<file path="config.mk">
export PLATFORM = sky130hd
export DESIGN_NAME = ffm_fault_mgr
export DESIGN_NICKNAME = d
export VERILOG_FILES = /design/src/rtl/ffm_pkg.sv /design/src/rtl/ffm_hyst.sv /design/src/rtl/ffm_blank.sv /design/src/rtl/ffm_oc_track.sv /design/src/rtl/ffm_fault_mgr.sv
export SDC_FILE = /design/constraint.sdc
export NUM_CORES = 1
export LEC_CHECK = 0
export BUFFER_PORTS_ARGS = -buffer_cell sky130_fd_sc_hd__buf_2
export CORE_ASPECT_RATIO = 0.6
export CORE_MARGIN = 10
export CORE_UTILIZATION = 25
export DETAILED_ROUTE_END_ITERATION = 16
export PLACE_DENSITY = 0.51
export SYNTH_ARGS = -nofsm -noshare
export SYNTH_HDL_FRONTEND = slang
export SYNTH_SLANG_ARGS = --single-unit
export TNS_END_PERCENT = 1
</file>
<file path="constraint.sdc">
create_clock -name clk -period 2 [get_ports clk]
set_input_delay 0 -clock clk [delete_from_list [all_inputs] [get_ports clk]]
set_output_delay 0 -clock clk [all_outputs]
set_load 0.03 [all_outputs]
</file>
<file path="src/rtl/ffm_pkg.sv">
package ffm_pkg;
   // Direction in which a hysteresis comparator declares its condition
   typedef enum logic {
      SENSE_BELOW = 1'b0,
      SENSE_ABOVE = 1'b1
   } hyst_sense_e;
endpackage

</file>
<file path="src/rtl/ffm_hyst.sv">
module ffm_hyst
   import ffm_pkg::*;
#(
   parameter int unsigned W           = 8,
   parameter hyst_sense_e SENSE       = SENSE_ABOVE,
   parameter int unsigned ASSERT_LVL  = 165,
   parameter int unsigned RELEASE_LVL = 145,
   parameter bit          RST_ACTIVE  = 1'b0
) (
   input  logic         clk,
   input  logic         rst_n,
   input  logic [W-1:0] code_i,
   output logic         active_o
);
   localparam logic [W-1:0] ASSERT_C  = W'(ASSERT_LVL);
   localparam logic [W-1:0] RELEASE_C = W'(RELEASE_LVL);

   logic enter_c;
   logic leave_c;

   generate
      if ((ASSERT_LVL >> W) != 0 || (RELEASE_LVL >> W) != 0) begin : g_range_bad
         $error("ffm_hyst: threshold does not fit in W bits");
      end
      if (SENSE == SENSE_ABOVE) begin : g_above
         if (RELEASE_LVL >= ASSERT_LVL) begin : g_order_bad
            $error("ffm_hyst: release level must lie below assert level");
         end
         assign enter_c = (code_i >= ASSERT_C);
         assign leave_c = (code_i < RELEASE_C);
      end else begin : g_below
         if (RELEASE_LVL <= ASSERT_LVL) begin : g_order_bad
            $error("ffm_hyst: release level must lie above assert level");
         end
         assign enter_c = (code_i < ASSERT_C);
         assign leave_c = (code_i >= RELEASE_C);
      end
   endgenerate

   always_ff @(posedge clk or negedge rst_n) begin
      if (!rst_n) begin
         active_o <= RST_ACTIVE;
      end else if (!active_o && enter_c) begin
         active_o <= 1'b1;
      end else if (active_o && leave_c) begin
         active_o <= 1'b0;
      end
   end

   // a condition only starts from a code on the asserting side
   assert_hyst_enter_R7 : assert property (@(posedge clk) disable iff (!rst_n)
      $rose(active_o) |-> $past(enter_c));
   // a condition only ends from a code on the releasing side
   assert_hyst_leave_R8 : assert property (@(posedge clk) disable iff (!rst_n)
      $fell(active_o) |-> $past(leave_c));
endmodule

</file>
<file path="src/rtl/ffm_blank.sv">
module ffm_blank #(
   parameter int unsigned W = 6
) (
   input  logic         clk,
   input  logic         rst_n,
   input  logic [W-1:0] len_i,
   input  logic         sw_high_i,
   output logic         blank_o
);
   localparam logic [W-1:0] ZERO = '0;

   logic [W-1:0] len_q;
   logic [W-1:0] cnt_q;
   logic         sw_q;
   logic         rise_c;

   assign rise_c  = sw_high_i && !sw_q;
   assign blank_o = (rise_c && (len_q != ZERO)) || (cnt_q != ZERO);

   // Length is captured only while reset is held
   always_ff @(posedge clk) begin
      if (!rst_n) begin
         len_q <= len_i;
      end
   end

   always_ff @(posedge clk or negedge rst_n) begin
      if (!rst_n) begin
         sw_q  <= 1'b0;
         cnt_q <= ZERO;
      end else begin
         sw_q <= sw_high_i;
         if (rise_c) begin
            cnt_q <= (len_q == ZERO) ? ZERO : len_q - 1'b1;
         end else if (cnt_q != ZERO) begin
            cnt_q <= cnt_q - 1'b1;
         end
      end
   end

   assert_cnt_bound_R2 : assert property (@(posedge clk) disable iff (!rst_n)
      (cnt_q != ZERO) |-> (cnt_q < len_q));
   assert_blank_start_R2 : assert property (@(posedge clk) disable iff (!rst_n)
      $rose(blank_o) |-> $rose(sw_high_i));
endmodule

</file>
<file path="src/rtl/ffm_oc_track.sv">
module ffm_oc_track #(
   parameter int unsigned MW = 10
) (
   input  logic          clk,
   input  logic          rst_n,
   input  logic          pwm_i,
   input  logic          hs_oc_i,
   input  logic          blank_i,
   input  logic [MW-1:0] mon_code_i,
   input  logic [MW-1:0] lim_code_i,
   output logic          trip_d_o,
   output logic          block_d_o,
   output logic          lock_d_o,
   output logic          flag_d_o
);
   logic [MW-1:0] mon_hold_q;
   logic pwm_q, trip_q, block_q, lock_q, flag_q, clean_q;
   logic pwm_rise, pwm_fall, oc_raw, oc_evt, hs_evt, any_evt;
   logic trip_d, block_d, lock_d, flag_d, clean_d;

   assign pwm_rise = pwm_i && !pwm_q;
   assign pwm_fall = !pwm_i && pwm_q;
   assign oc_raw   = (mon_hold_q > lim_code_i);
   assign oc_evt   = oc_raw && !blank_i;
   assign hs_evt   = hs_oc_i && pwm_i && !blank_i;
   assign any_evt  = hs_evt || oc_evt;

   always_comb begin
      trip_d  = pwm_i && (hs_evt || (trip_q && !pwm_rise));
      block_d = oc_evt || (block_q && (blank_i || oc_raw));
      lock_d  = block_d && (lock_q || hs_evt || trip_q);
      flag_d  = any_evt || (flag_q && !(pwm_fall && clean_q));
      if (pwm_rise) begin
         clean_d = !any_evt;
      end else if (pwm_i && any_evt) begin
         clean_d = 1'b0;
      end else begin
         clean_d = clean_q;
      end
   end

   always_ff @(posedge clk or negedge rst_n) begin
      if (!rst_n) begin
         mon_hold_q <= '0;
         pwm_q      <= 1'b0;
         trip_q     <= 1'b0;
         block_q    <= 1'b0;
         lock_q     <= 1'b0;
         flag_q     <= 1'b0;
         clean_q    <= 1'b1;
      end else begin
         if (!blank_i) begin
            mon_hold_q <= mon_code_i;
         end
         pwm_q   <= pwm_i;
         trip_q  <= trip_d;
         block_q <= block_d;
         lock_q  <= lock_d;
         flag_q  <= flag_d;
         clean_q <= clean_d;
      end
   end

   assign trip_d_o  = trip_d;
   assign block_d_o = block_d;
   assign lock_d_o  = lock_d;
   assign flag_d_o  = flag_d;

   assert_trip_cause_R3 : assert property (@(posedge clk) disable iff (!rst_n)
      $rose(trip_q) |-> $past(hs_oc_i && pwm_i && !blank_i));
   assert_trip_release_R3 : assert property (@(posedge clk) disable iff (!rst_n)
      !pwm_i |=> !trip_q);
   assert_lock_needs_block_R5 : assert property (@(posedge clk) disable iff (!rst_n)
      lock_q |-> block_q);
   assert_flag_clear_edge_R6 : assert property (@(posedge clk) disable iff (!rst_n)
      $fell(flag_q) |-> $past(pwm_q && !pwm_i));
   assert_mon_frozen_R10 : assert property (@(posedge clk) disable iff (!rst_n)
      blank_i |=> $stable(mon_hold_q));
endmodule

</file>
<file path="src/rtl/ffm_fault_mgr.sv">
module ffm_fault_mgr
   import ffm_pkg::*;
#(
   parameter int unsigned BLANK_W  = 6,
   parameter int unsigned MON_W    = 10,
   parameter int unsigned SUP_W    = 8,
   parameter int unsigned UV_RISE  = 88,
   parameter int unsigned UV_FALL  = 86,
   parameter int unsigned OT_ENTER = 165,
   parameter int unsigned OT_EXIT  = 145
) (
   input  logic               clk,
   input  logic               rst_n,
   input  logic [BLANK_W-1:0] blank_len_i,
   input  logic               pwm_i,
   input  logic               sw_high_i,
   input  logic               hs_oc_i,
   input  logic [MON_W-1:0]   mon_code_i,
   input  logic [MON_W-1:0]   lim_code_i,
   input  logic [SUP_W-1:0]   vgg_code_i,
   input  logic [SUP_W-1:0]   temp_code_i,
   output logic               fault_flag_o,
   output logic               trunc_hs_o,
   output logic               hold_off_o
);
   generate
      if (BLANK_W < 1 || MON_W < 1 || SUP_W < 1) begin : g_width_bad
         $error("ffm_fault_mgr: widths must be at least one bit");
      end
   endgenerate

   logic blank, uv_q, ot_q;
   logic trip_d, block_d, lock_d, ocflag_d, hold_d;
   logic flag_q, trunc_q, hold_q;

   ffm_blank #(.W(BLANK_W)) blank_i (
      .clk(clk), .rst_n(rst_n), .len_i(blank_len_i),
      .sw_high_i(sw_high_i), .blank_o(blank)
   );

   ffm_oc_track #(.MW(MON_W)) oc_i (
      .clk(clk), .rst_n(rst_n), .pwm_i(pwm_i), .hs_oc_i(hs_oc_i),
      .blank_i(blank), .mon_code_i(mon_code_i), .lim_code_i(lim_code_i),
      .trip_d_o(trip_d), .block_d_o(block_d), .lock_d_o(lock_d),
      .flag_d_o(ocflag_d)
   );

   ffm_hyst #(.W(SUP_W), .SENSE(SENSE_BELOW), .ASSERT_LVL(UV_FALL),
              .RELEASE_LVL(UV_RISE), .RST_ACTIVE(1'b1)) uv_i (
      .clk(clk), .rst_n(rst_n), .code_i(vgg_code_i), .active_o(uv_q)
   );

   ffm_hyst #(.W(SUP_W), .SENSE(SENSE_ABOVE), .ASSERT_LVL(OT_ENTER),
              .RELEASE_LVL(OT_EXIT), .RST_ACTIVE(1'b0)) ot_i (
      .clk(clk), .rst_n(rst_n), .code_i(temp_code_i), .active_o(ot_q)
   );

   assign hold_d = trip_d || lock_d || uv_q || ot_q;

   always_ff @(posedge clk or negedge rst_n) begin
      if (!rst_n) begin
         flag_q  <= 1'b1;
         trunc_q <= 1'b1;
         hold_q  <= 1'b1;
      end else begin
         flag_q  <= ocflag_d || uv_q || ot_q;
         hold_q  <= hold_d;
         trunc_q <= hold_d || block_d;
      end
   end

   assign fault_flag_o = flag_q;
   assign trunc_hs_o   = trunc_q;
   assign hold_off_o   = hold_q;

   assert_uv_holds_R9 : assert property (@(posedge clk) disable iff (!rst_n)
      uv_q |=> (hold_off_o && fault_flag_o));
   assert_ot_holds_R9 : assert property (@(posedge clk) disable iff (!rst_n)
      ot_q |=> (hold_off_o && fault_flag_o));
   assert_hold_implies_trunc_R4 : assert property (@(posedge clk) disable iff (!rst_n)
      hold_off_o |-> trunc_hs_o);
   assert_hold_flagged_R1 : assert property (@(posedge clk) disable iff (!rst_n)
      hold_off_o |-> fault_flag_o);
endmodule

</file>
==> run_results.csv <==
group,metric,value,unit
run_status,status,"finished clean",
synth,syn_nets,223,
cts,clk_latency,0.27,ns
drt,via_count,1384,
cts,numCtsBuffers,5,
synth,synth_mux_area_share,5.68,%
drt,post_drt_wl_per_cell,12.6,um
synth,avgSynthCellArea,11.0,um^2
synth,yosysTopAreaCell,"dfrtp_1",
synth,syn_inst,162,
timing,setup_viol,0,
worst_setup_path,cp_top_family,"compound AO/OA/AOI/OAI gates",
synth,synth.top_cell.area_share,32.2,%
die,dieArea,0.0110,mm^2
global_routing,track_usage,8.02,%
die,die_w,129,um
worst_setup_path,endpoint,"hold_off_o$_DFF_PN1_",
synth,synth-main-ff-cell,"dfrtp_1",
cts,tritoncts,"done",
timing,hold_violations,0,
placement,pre_cts_slack,0.0667,ns
drt,first_iter_violations,32,
worst_setup_path,rr_worst_depth,7,
worst_setup_path,crit_path_end_kind,"flop",
worst_setup_path,crit_fanout,7,
pwr,leakage,1.20,nW
worst_setup_path,cp.required,2.20,ns
cts,cts_setup_buffers,0,
worst_setup_path,cp.arrival,2.13,ns
layout,antenna_cells,0,
die,core,0.00679,mm^2
timing,tightest_slew,0.384,ns
worst_setup_path,r2r_start,"oc_i.mon_hold_q[5]$_DFFE_PN0N_",
synth,synth-compound-area-share,13.0,%
worst_setup_path,crit_path_start_kind,"flop",
worst_setup_path,crit_type,"flop to flop",
job,drv_cap,0,
worst_setup_path,cpPeakStageDelay,0.41,ns
synth,synth_area,0.00179,mm^2
global_routing,overflow,0,
synth,synth_warnings,0,
timing,fin_ws,0.0738,ns
worst_setup_path,reg2reg_slack,0.07,ns
global_routing,grt_pass1_wl,7.25,mm
synth,yosysSeqAreaShare,49.7,%
layout,fin_nets,306,
die,chipHeight,85.5,um
placement,place_inst,302,
layout,fin_cells,333,
timing,rsz0062_at_grt,"yes",
global_routing,antenna_found_initial,0,
cts,cts_root_buf,"clkbuf_16",
global_routing,grt_pass1_vias,1510,
die,io_pins,50,
drt,routed_wl,4.18,mm
timing,max-slew-margin-rel,74.3,%
placement,dp_hpwl,3.24,mm
worst_setup_path,path_depth,7,
timing,min_period,1.93,ns
synth,yosys-top-cells-count,"23 x dfrtp_1, 18 x inv_1, 14 x ha_1",
synth,synth-simple-area-share,13.3,%
synth,synth.most_common_cell,"dfrtp_1",
worst_setup_path,path_cells,"ha_1 > nand4_1 > a211oi_2 > a2111oi_2 > buf_4 > a311o_4 > o211ai_2",
pwr,max-vdd-ir-drop,0.000295,V
cts,clk_path_buf_depth,2,
timing,tns,0,ns
placement,port_buffers,48,
timing,skew,0.00287,ns
cts,clk_pin_slew,0.06,ns
synth,yosys.cell_types.count,37,
synth,synth-xor-area-share,4.41,%
placement,gp_congestion,0.753,
drt,viasPerCell,4.16,
worst_setup_path,slowest_stage,"a311o_4",
global_routing,grt_max_degree,29,
cts,htree_levels,2,
pwr,pwr_density_cell,1050,mW/mm^2
die,start_util,26.3,%
layout,drive_gt1_share,34.1,%
worst_setup_path,critical_path_buf_inv_count,1,
synth,ys_ff_latch,34,
synth,synth_top_family_by_area,"simple AND/OR/NAND/NOR gates",
hold_path,hold_path.class,"input pin to flop",
synth,synth_adder_area_share,9.81,%
die,row_count,23,
timing,clock.fmax,519,MHz
synth,synth-edff-count,6,
drt,drt_first_pass_iters,4,
synth,synthArstFlopShare,82.4,%
worst_setup_path,reg2reg_to,"hold_off_o$_DFF_PN1_",
cts,clock-sinks,34,
timing,maxSlewViolCount,0,
layout,fillCellCount,684,
layout,syn2layout_area_growth,43.5,%
worst_setup_path,crit_path_start,"oc_i.mon_hold_q[5]$_DFFE_PN0N_",
timing,finalCritPeriodShare,96.3,%
synth,ys_top_cells_by_area,"dfrtp_1 32%, edfxtp_1 10%, ha_1 9.8%",
drt,postRouteAntennaNets,0,
drt,post-route-drc-count,0,
-- cells in the final DEF, fill, tap and decap left out, drive strengths merged, types with 2 or more instances in the layout --
master,Yosys,routed
dfstp,5,5
nand2b,4,4
buf,1,54
o22ai,4,4
nor2,10,10
and2,2,2
edfxtp,6,6
o21ai,6,6
nand3,2,2
dlygate4sd3,0,23
nand2,13,13
o211ai,3,3
nand4,3,3
nor3,5,5
xor2,2,2
inv,18,18
a21oi,8,8
dfrtp,23,23
mux2,9,9
clkinv,0,2
xnor2,7,7
a211oi,3,3
clkbuf,0,5
o31ai,2,2
or3,2,2
ha,14,14
-- worst min-delay path by stage --
stage / slack [ns] / depth (start not counted) / startpoint / endpoint
after floorplan: -0.30 / 0 / rst_n / blank_i.cnt_q[0]$_DFFE_PN0P_
after global placement: 0.06 / 2 / rst_n / blank_i.sw_q$_DFF_PN0_
after detailed placement: 0.06 / 2 / rst_n / blank_i.sw_q$_DFF_PN0_
after CTS: 0.19 / 4 / hs_oc_i / oc_i.clean_q$_DFFE_PN1P_
after global routing: 0.22 / 4 / hs_oc_i / fault_flag_o$_DFF_PN1_
final: 0.21 / 4 / hs_oc_i / oc_i.flag_q$_DFF_PN0_
-- layer usage --
layer / wire length, um / vias to the layer above / part of all wire [%] / global-route usage, %
met1: 2160 / 609 / 52 / 10.7
li1: - / 740 / - / -
met4: 0 / 0 / 0 / 1.54
met5: 0 / - / 0 / 0
met2: 1690 / 35 / 40 / 11.3
met3: 329 / 0 / 7.9 / 4.04
-- cell families (layout without fill, tap and decap cells) --
family | count (synthesis) | in the layout
AND/OR/NAND/NOR | 45 | 45
AO/OA/AOI/OAI | 32 | 32
multiplexers | 9 | 9
buffers and inverters | 19 | 103
adder cells (fa/ha/maj) | 14 | 14
XOR/XNOR | 9 | 9
flip-flops | 34 | 34
-- through the flow --
step	hold WS [ns]	instance area (um^2)	power (mW)	util [%]
after global routing	0.222	2560	2.92	37.7
final	0.207	2560	2.70	37.7
after CTS	0.195	2550	2.71	37.5
after global placement	0.0551	2170	1.90	32.0
after detailed placement	0.0553	2170	1.91	32.0
after floorplan	-0.296	1790	1.66	-
-- power by group --
group          switching (mW)  internal [mW]  total [mW]
clock                   0.284          0.454       0.738
sequential              0.138          0.924        1.06
combinational           0.422          0.473       0.895
-- cell type report --
| class | count | area (um^2) | share of cell area, % |
|---|---|---|---|
| sequential | 34 | 887 | 34.6 |
| timing repair buffer | 77 | 515 | 20.1 |
| tap | 87 | 109 | 4.25 |
| clock inverter | 3 | 16.3 | 0.635 |
| inverter | 18 | 67.6 | 2.64 |
| clock buffer | 5 | 125 | 4.88 |
| multi-input combinational | 109 | 842 | 32.9 |
-- registers in the layout, indices dropped and copies added (netlist names) --
register	flops
trunc_hs_o	1
fault_flag_o	1
blank_i.sw_q	1
oc_i.mon_hold_q	10
ot_i.active_o	1
uv_i.active_o	1
oc_i.pwm_q	1
oc_i.trip_q	1
oc_i.block_q	1
blank_i.cnt_q	6
blank_i.len_q	6
oc_i.clean_q	1
hold_off_o	1
oc_i.lock_q	1
oc_i.flag_q	1
-- what timing repair did --
| action | 4_1_cts | 5_1_grt |
|---|---|---|
| hold buffers | 23 | 0 |
| hold endpoints to repair | 44 | 0 |
| resized for setup | 0 | 4 |
| endpoints found under the setup margin | 0 | 7 |
-- worst min-delay path, delay by kind of cell --
family / cells / cell delay (ns)
buffers and inverters: 1 / 0.07
and+or+nand+nor: 3 / 0.37
Power figures use the tool's default switching activity.
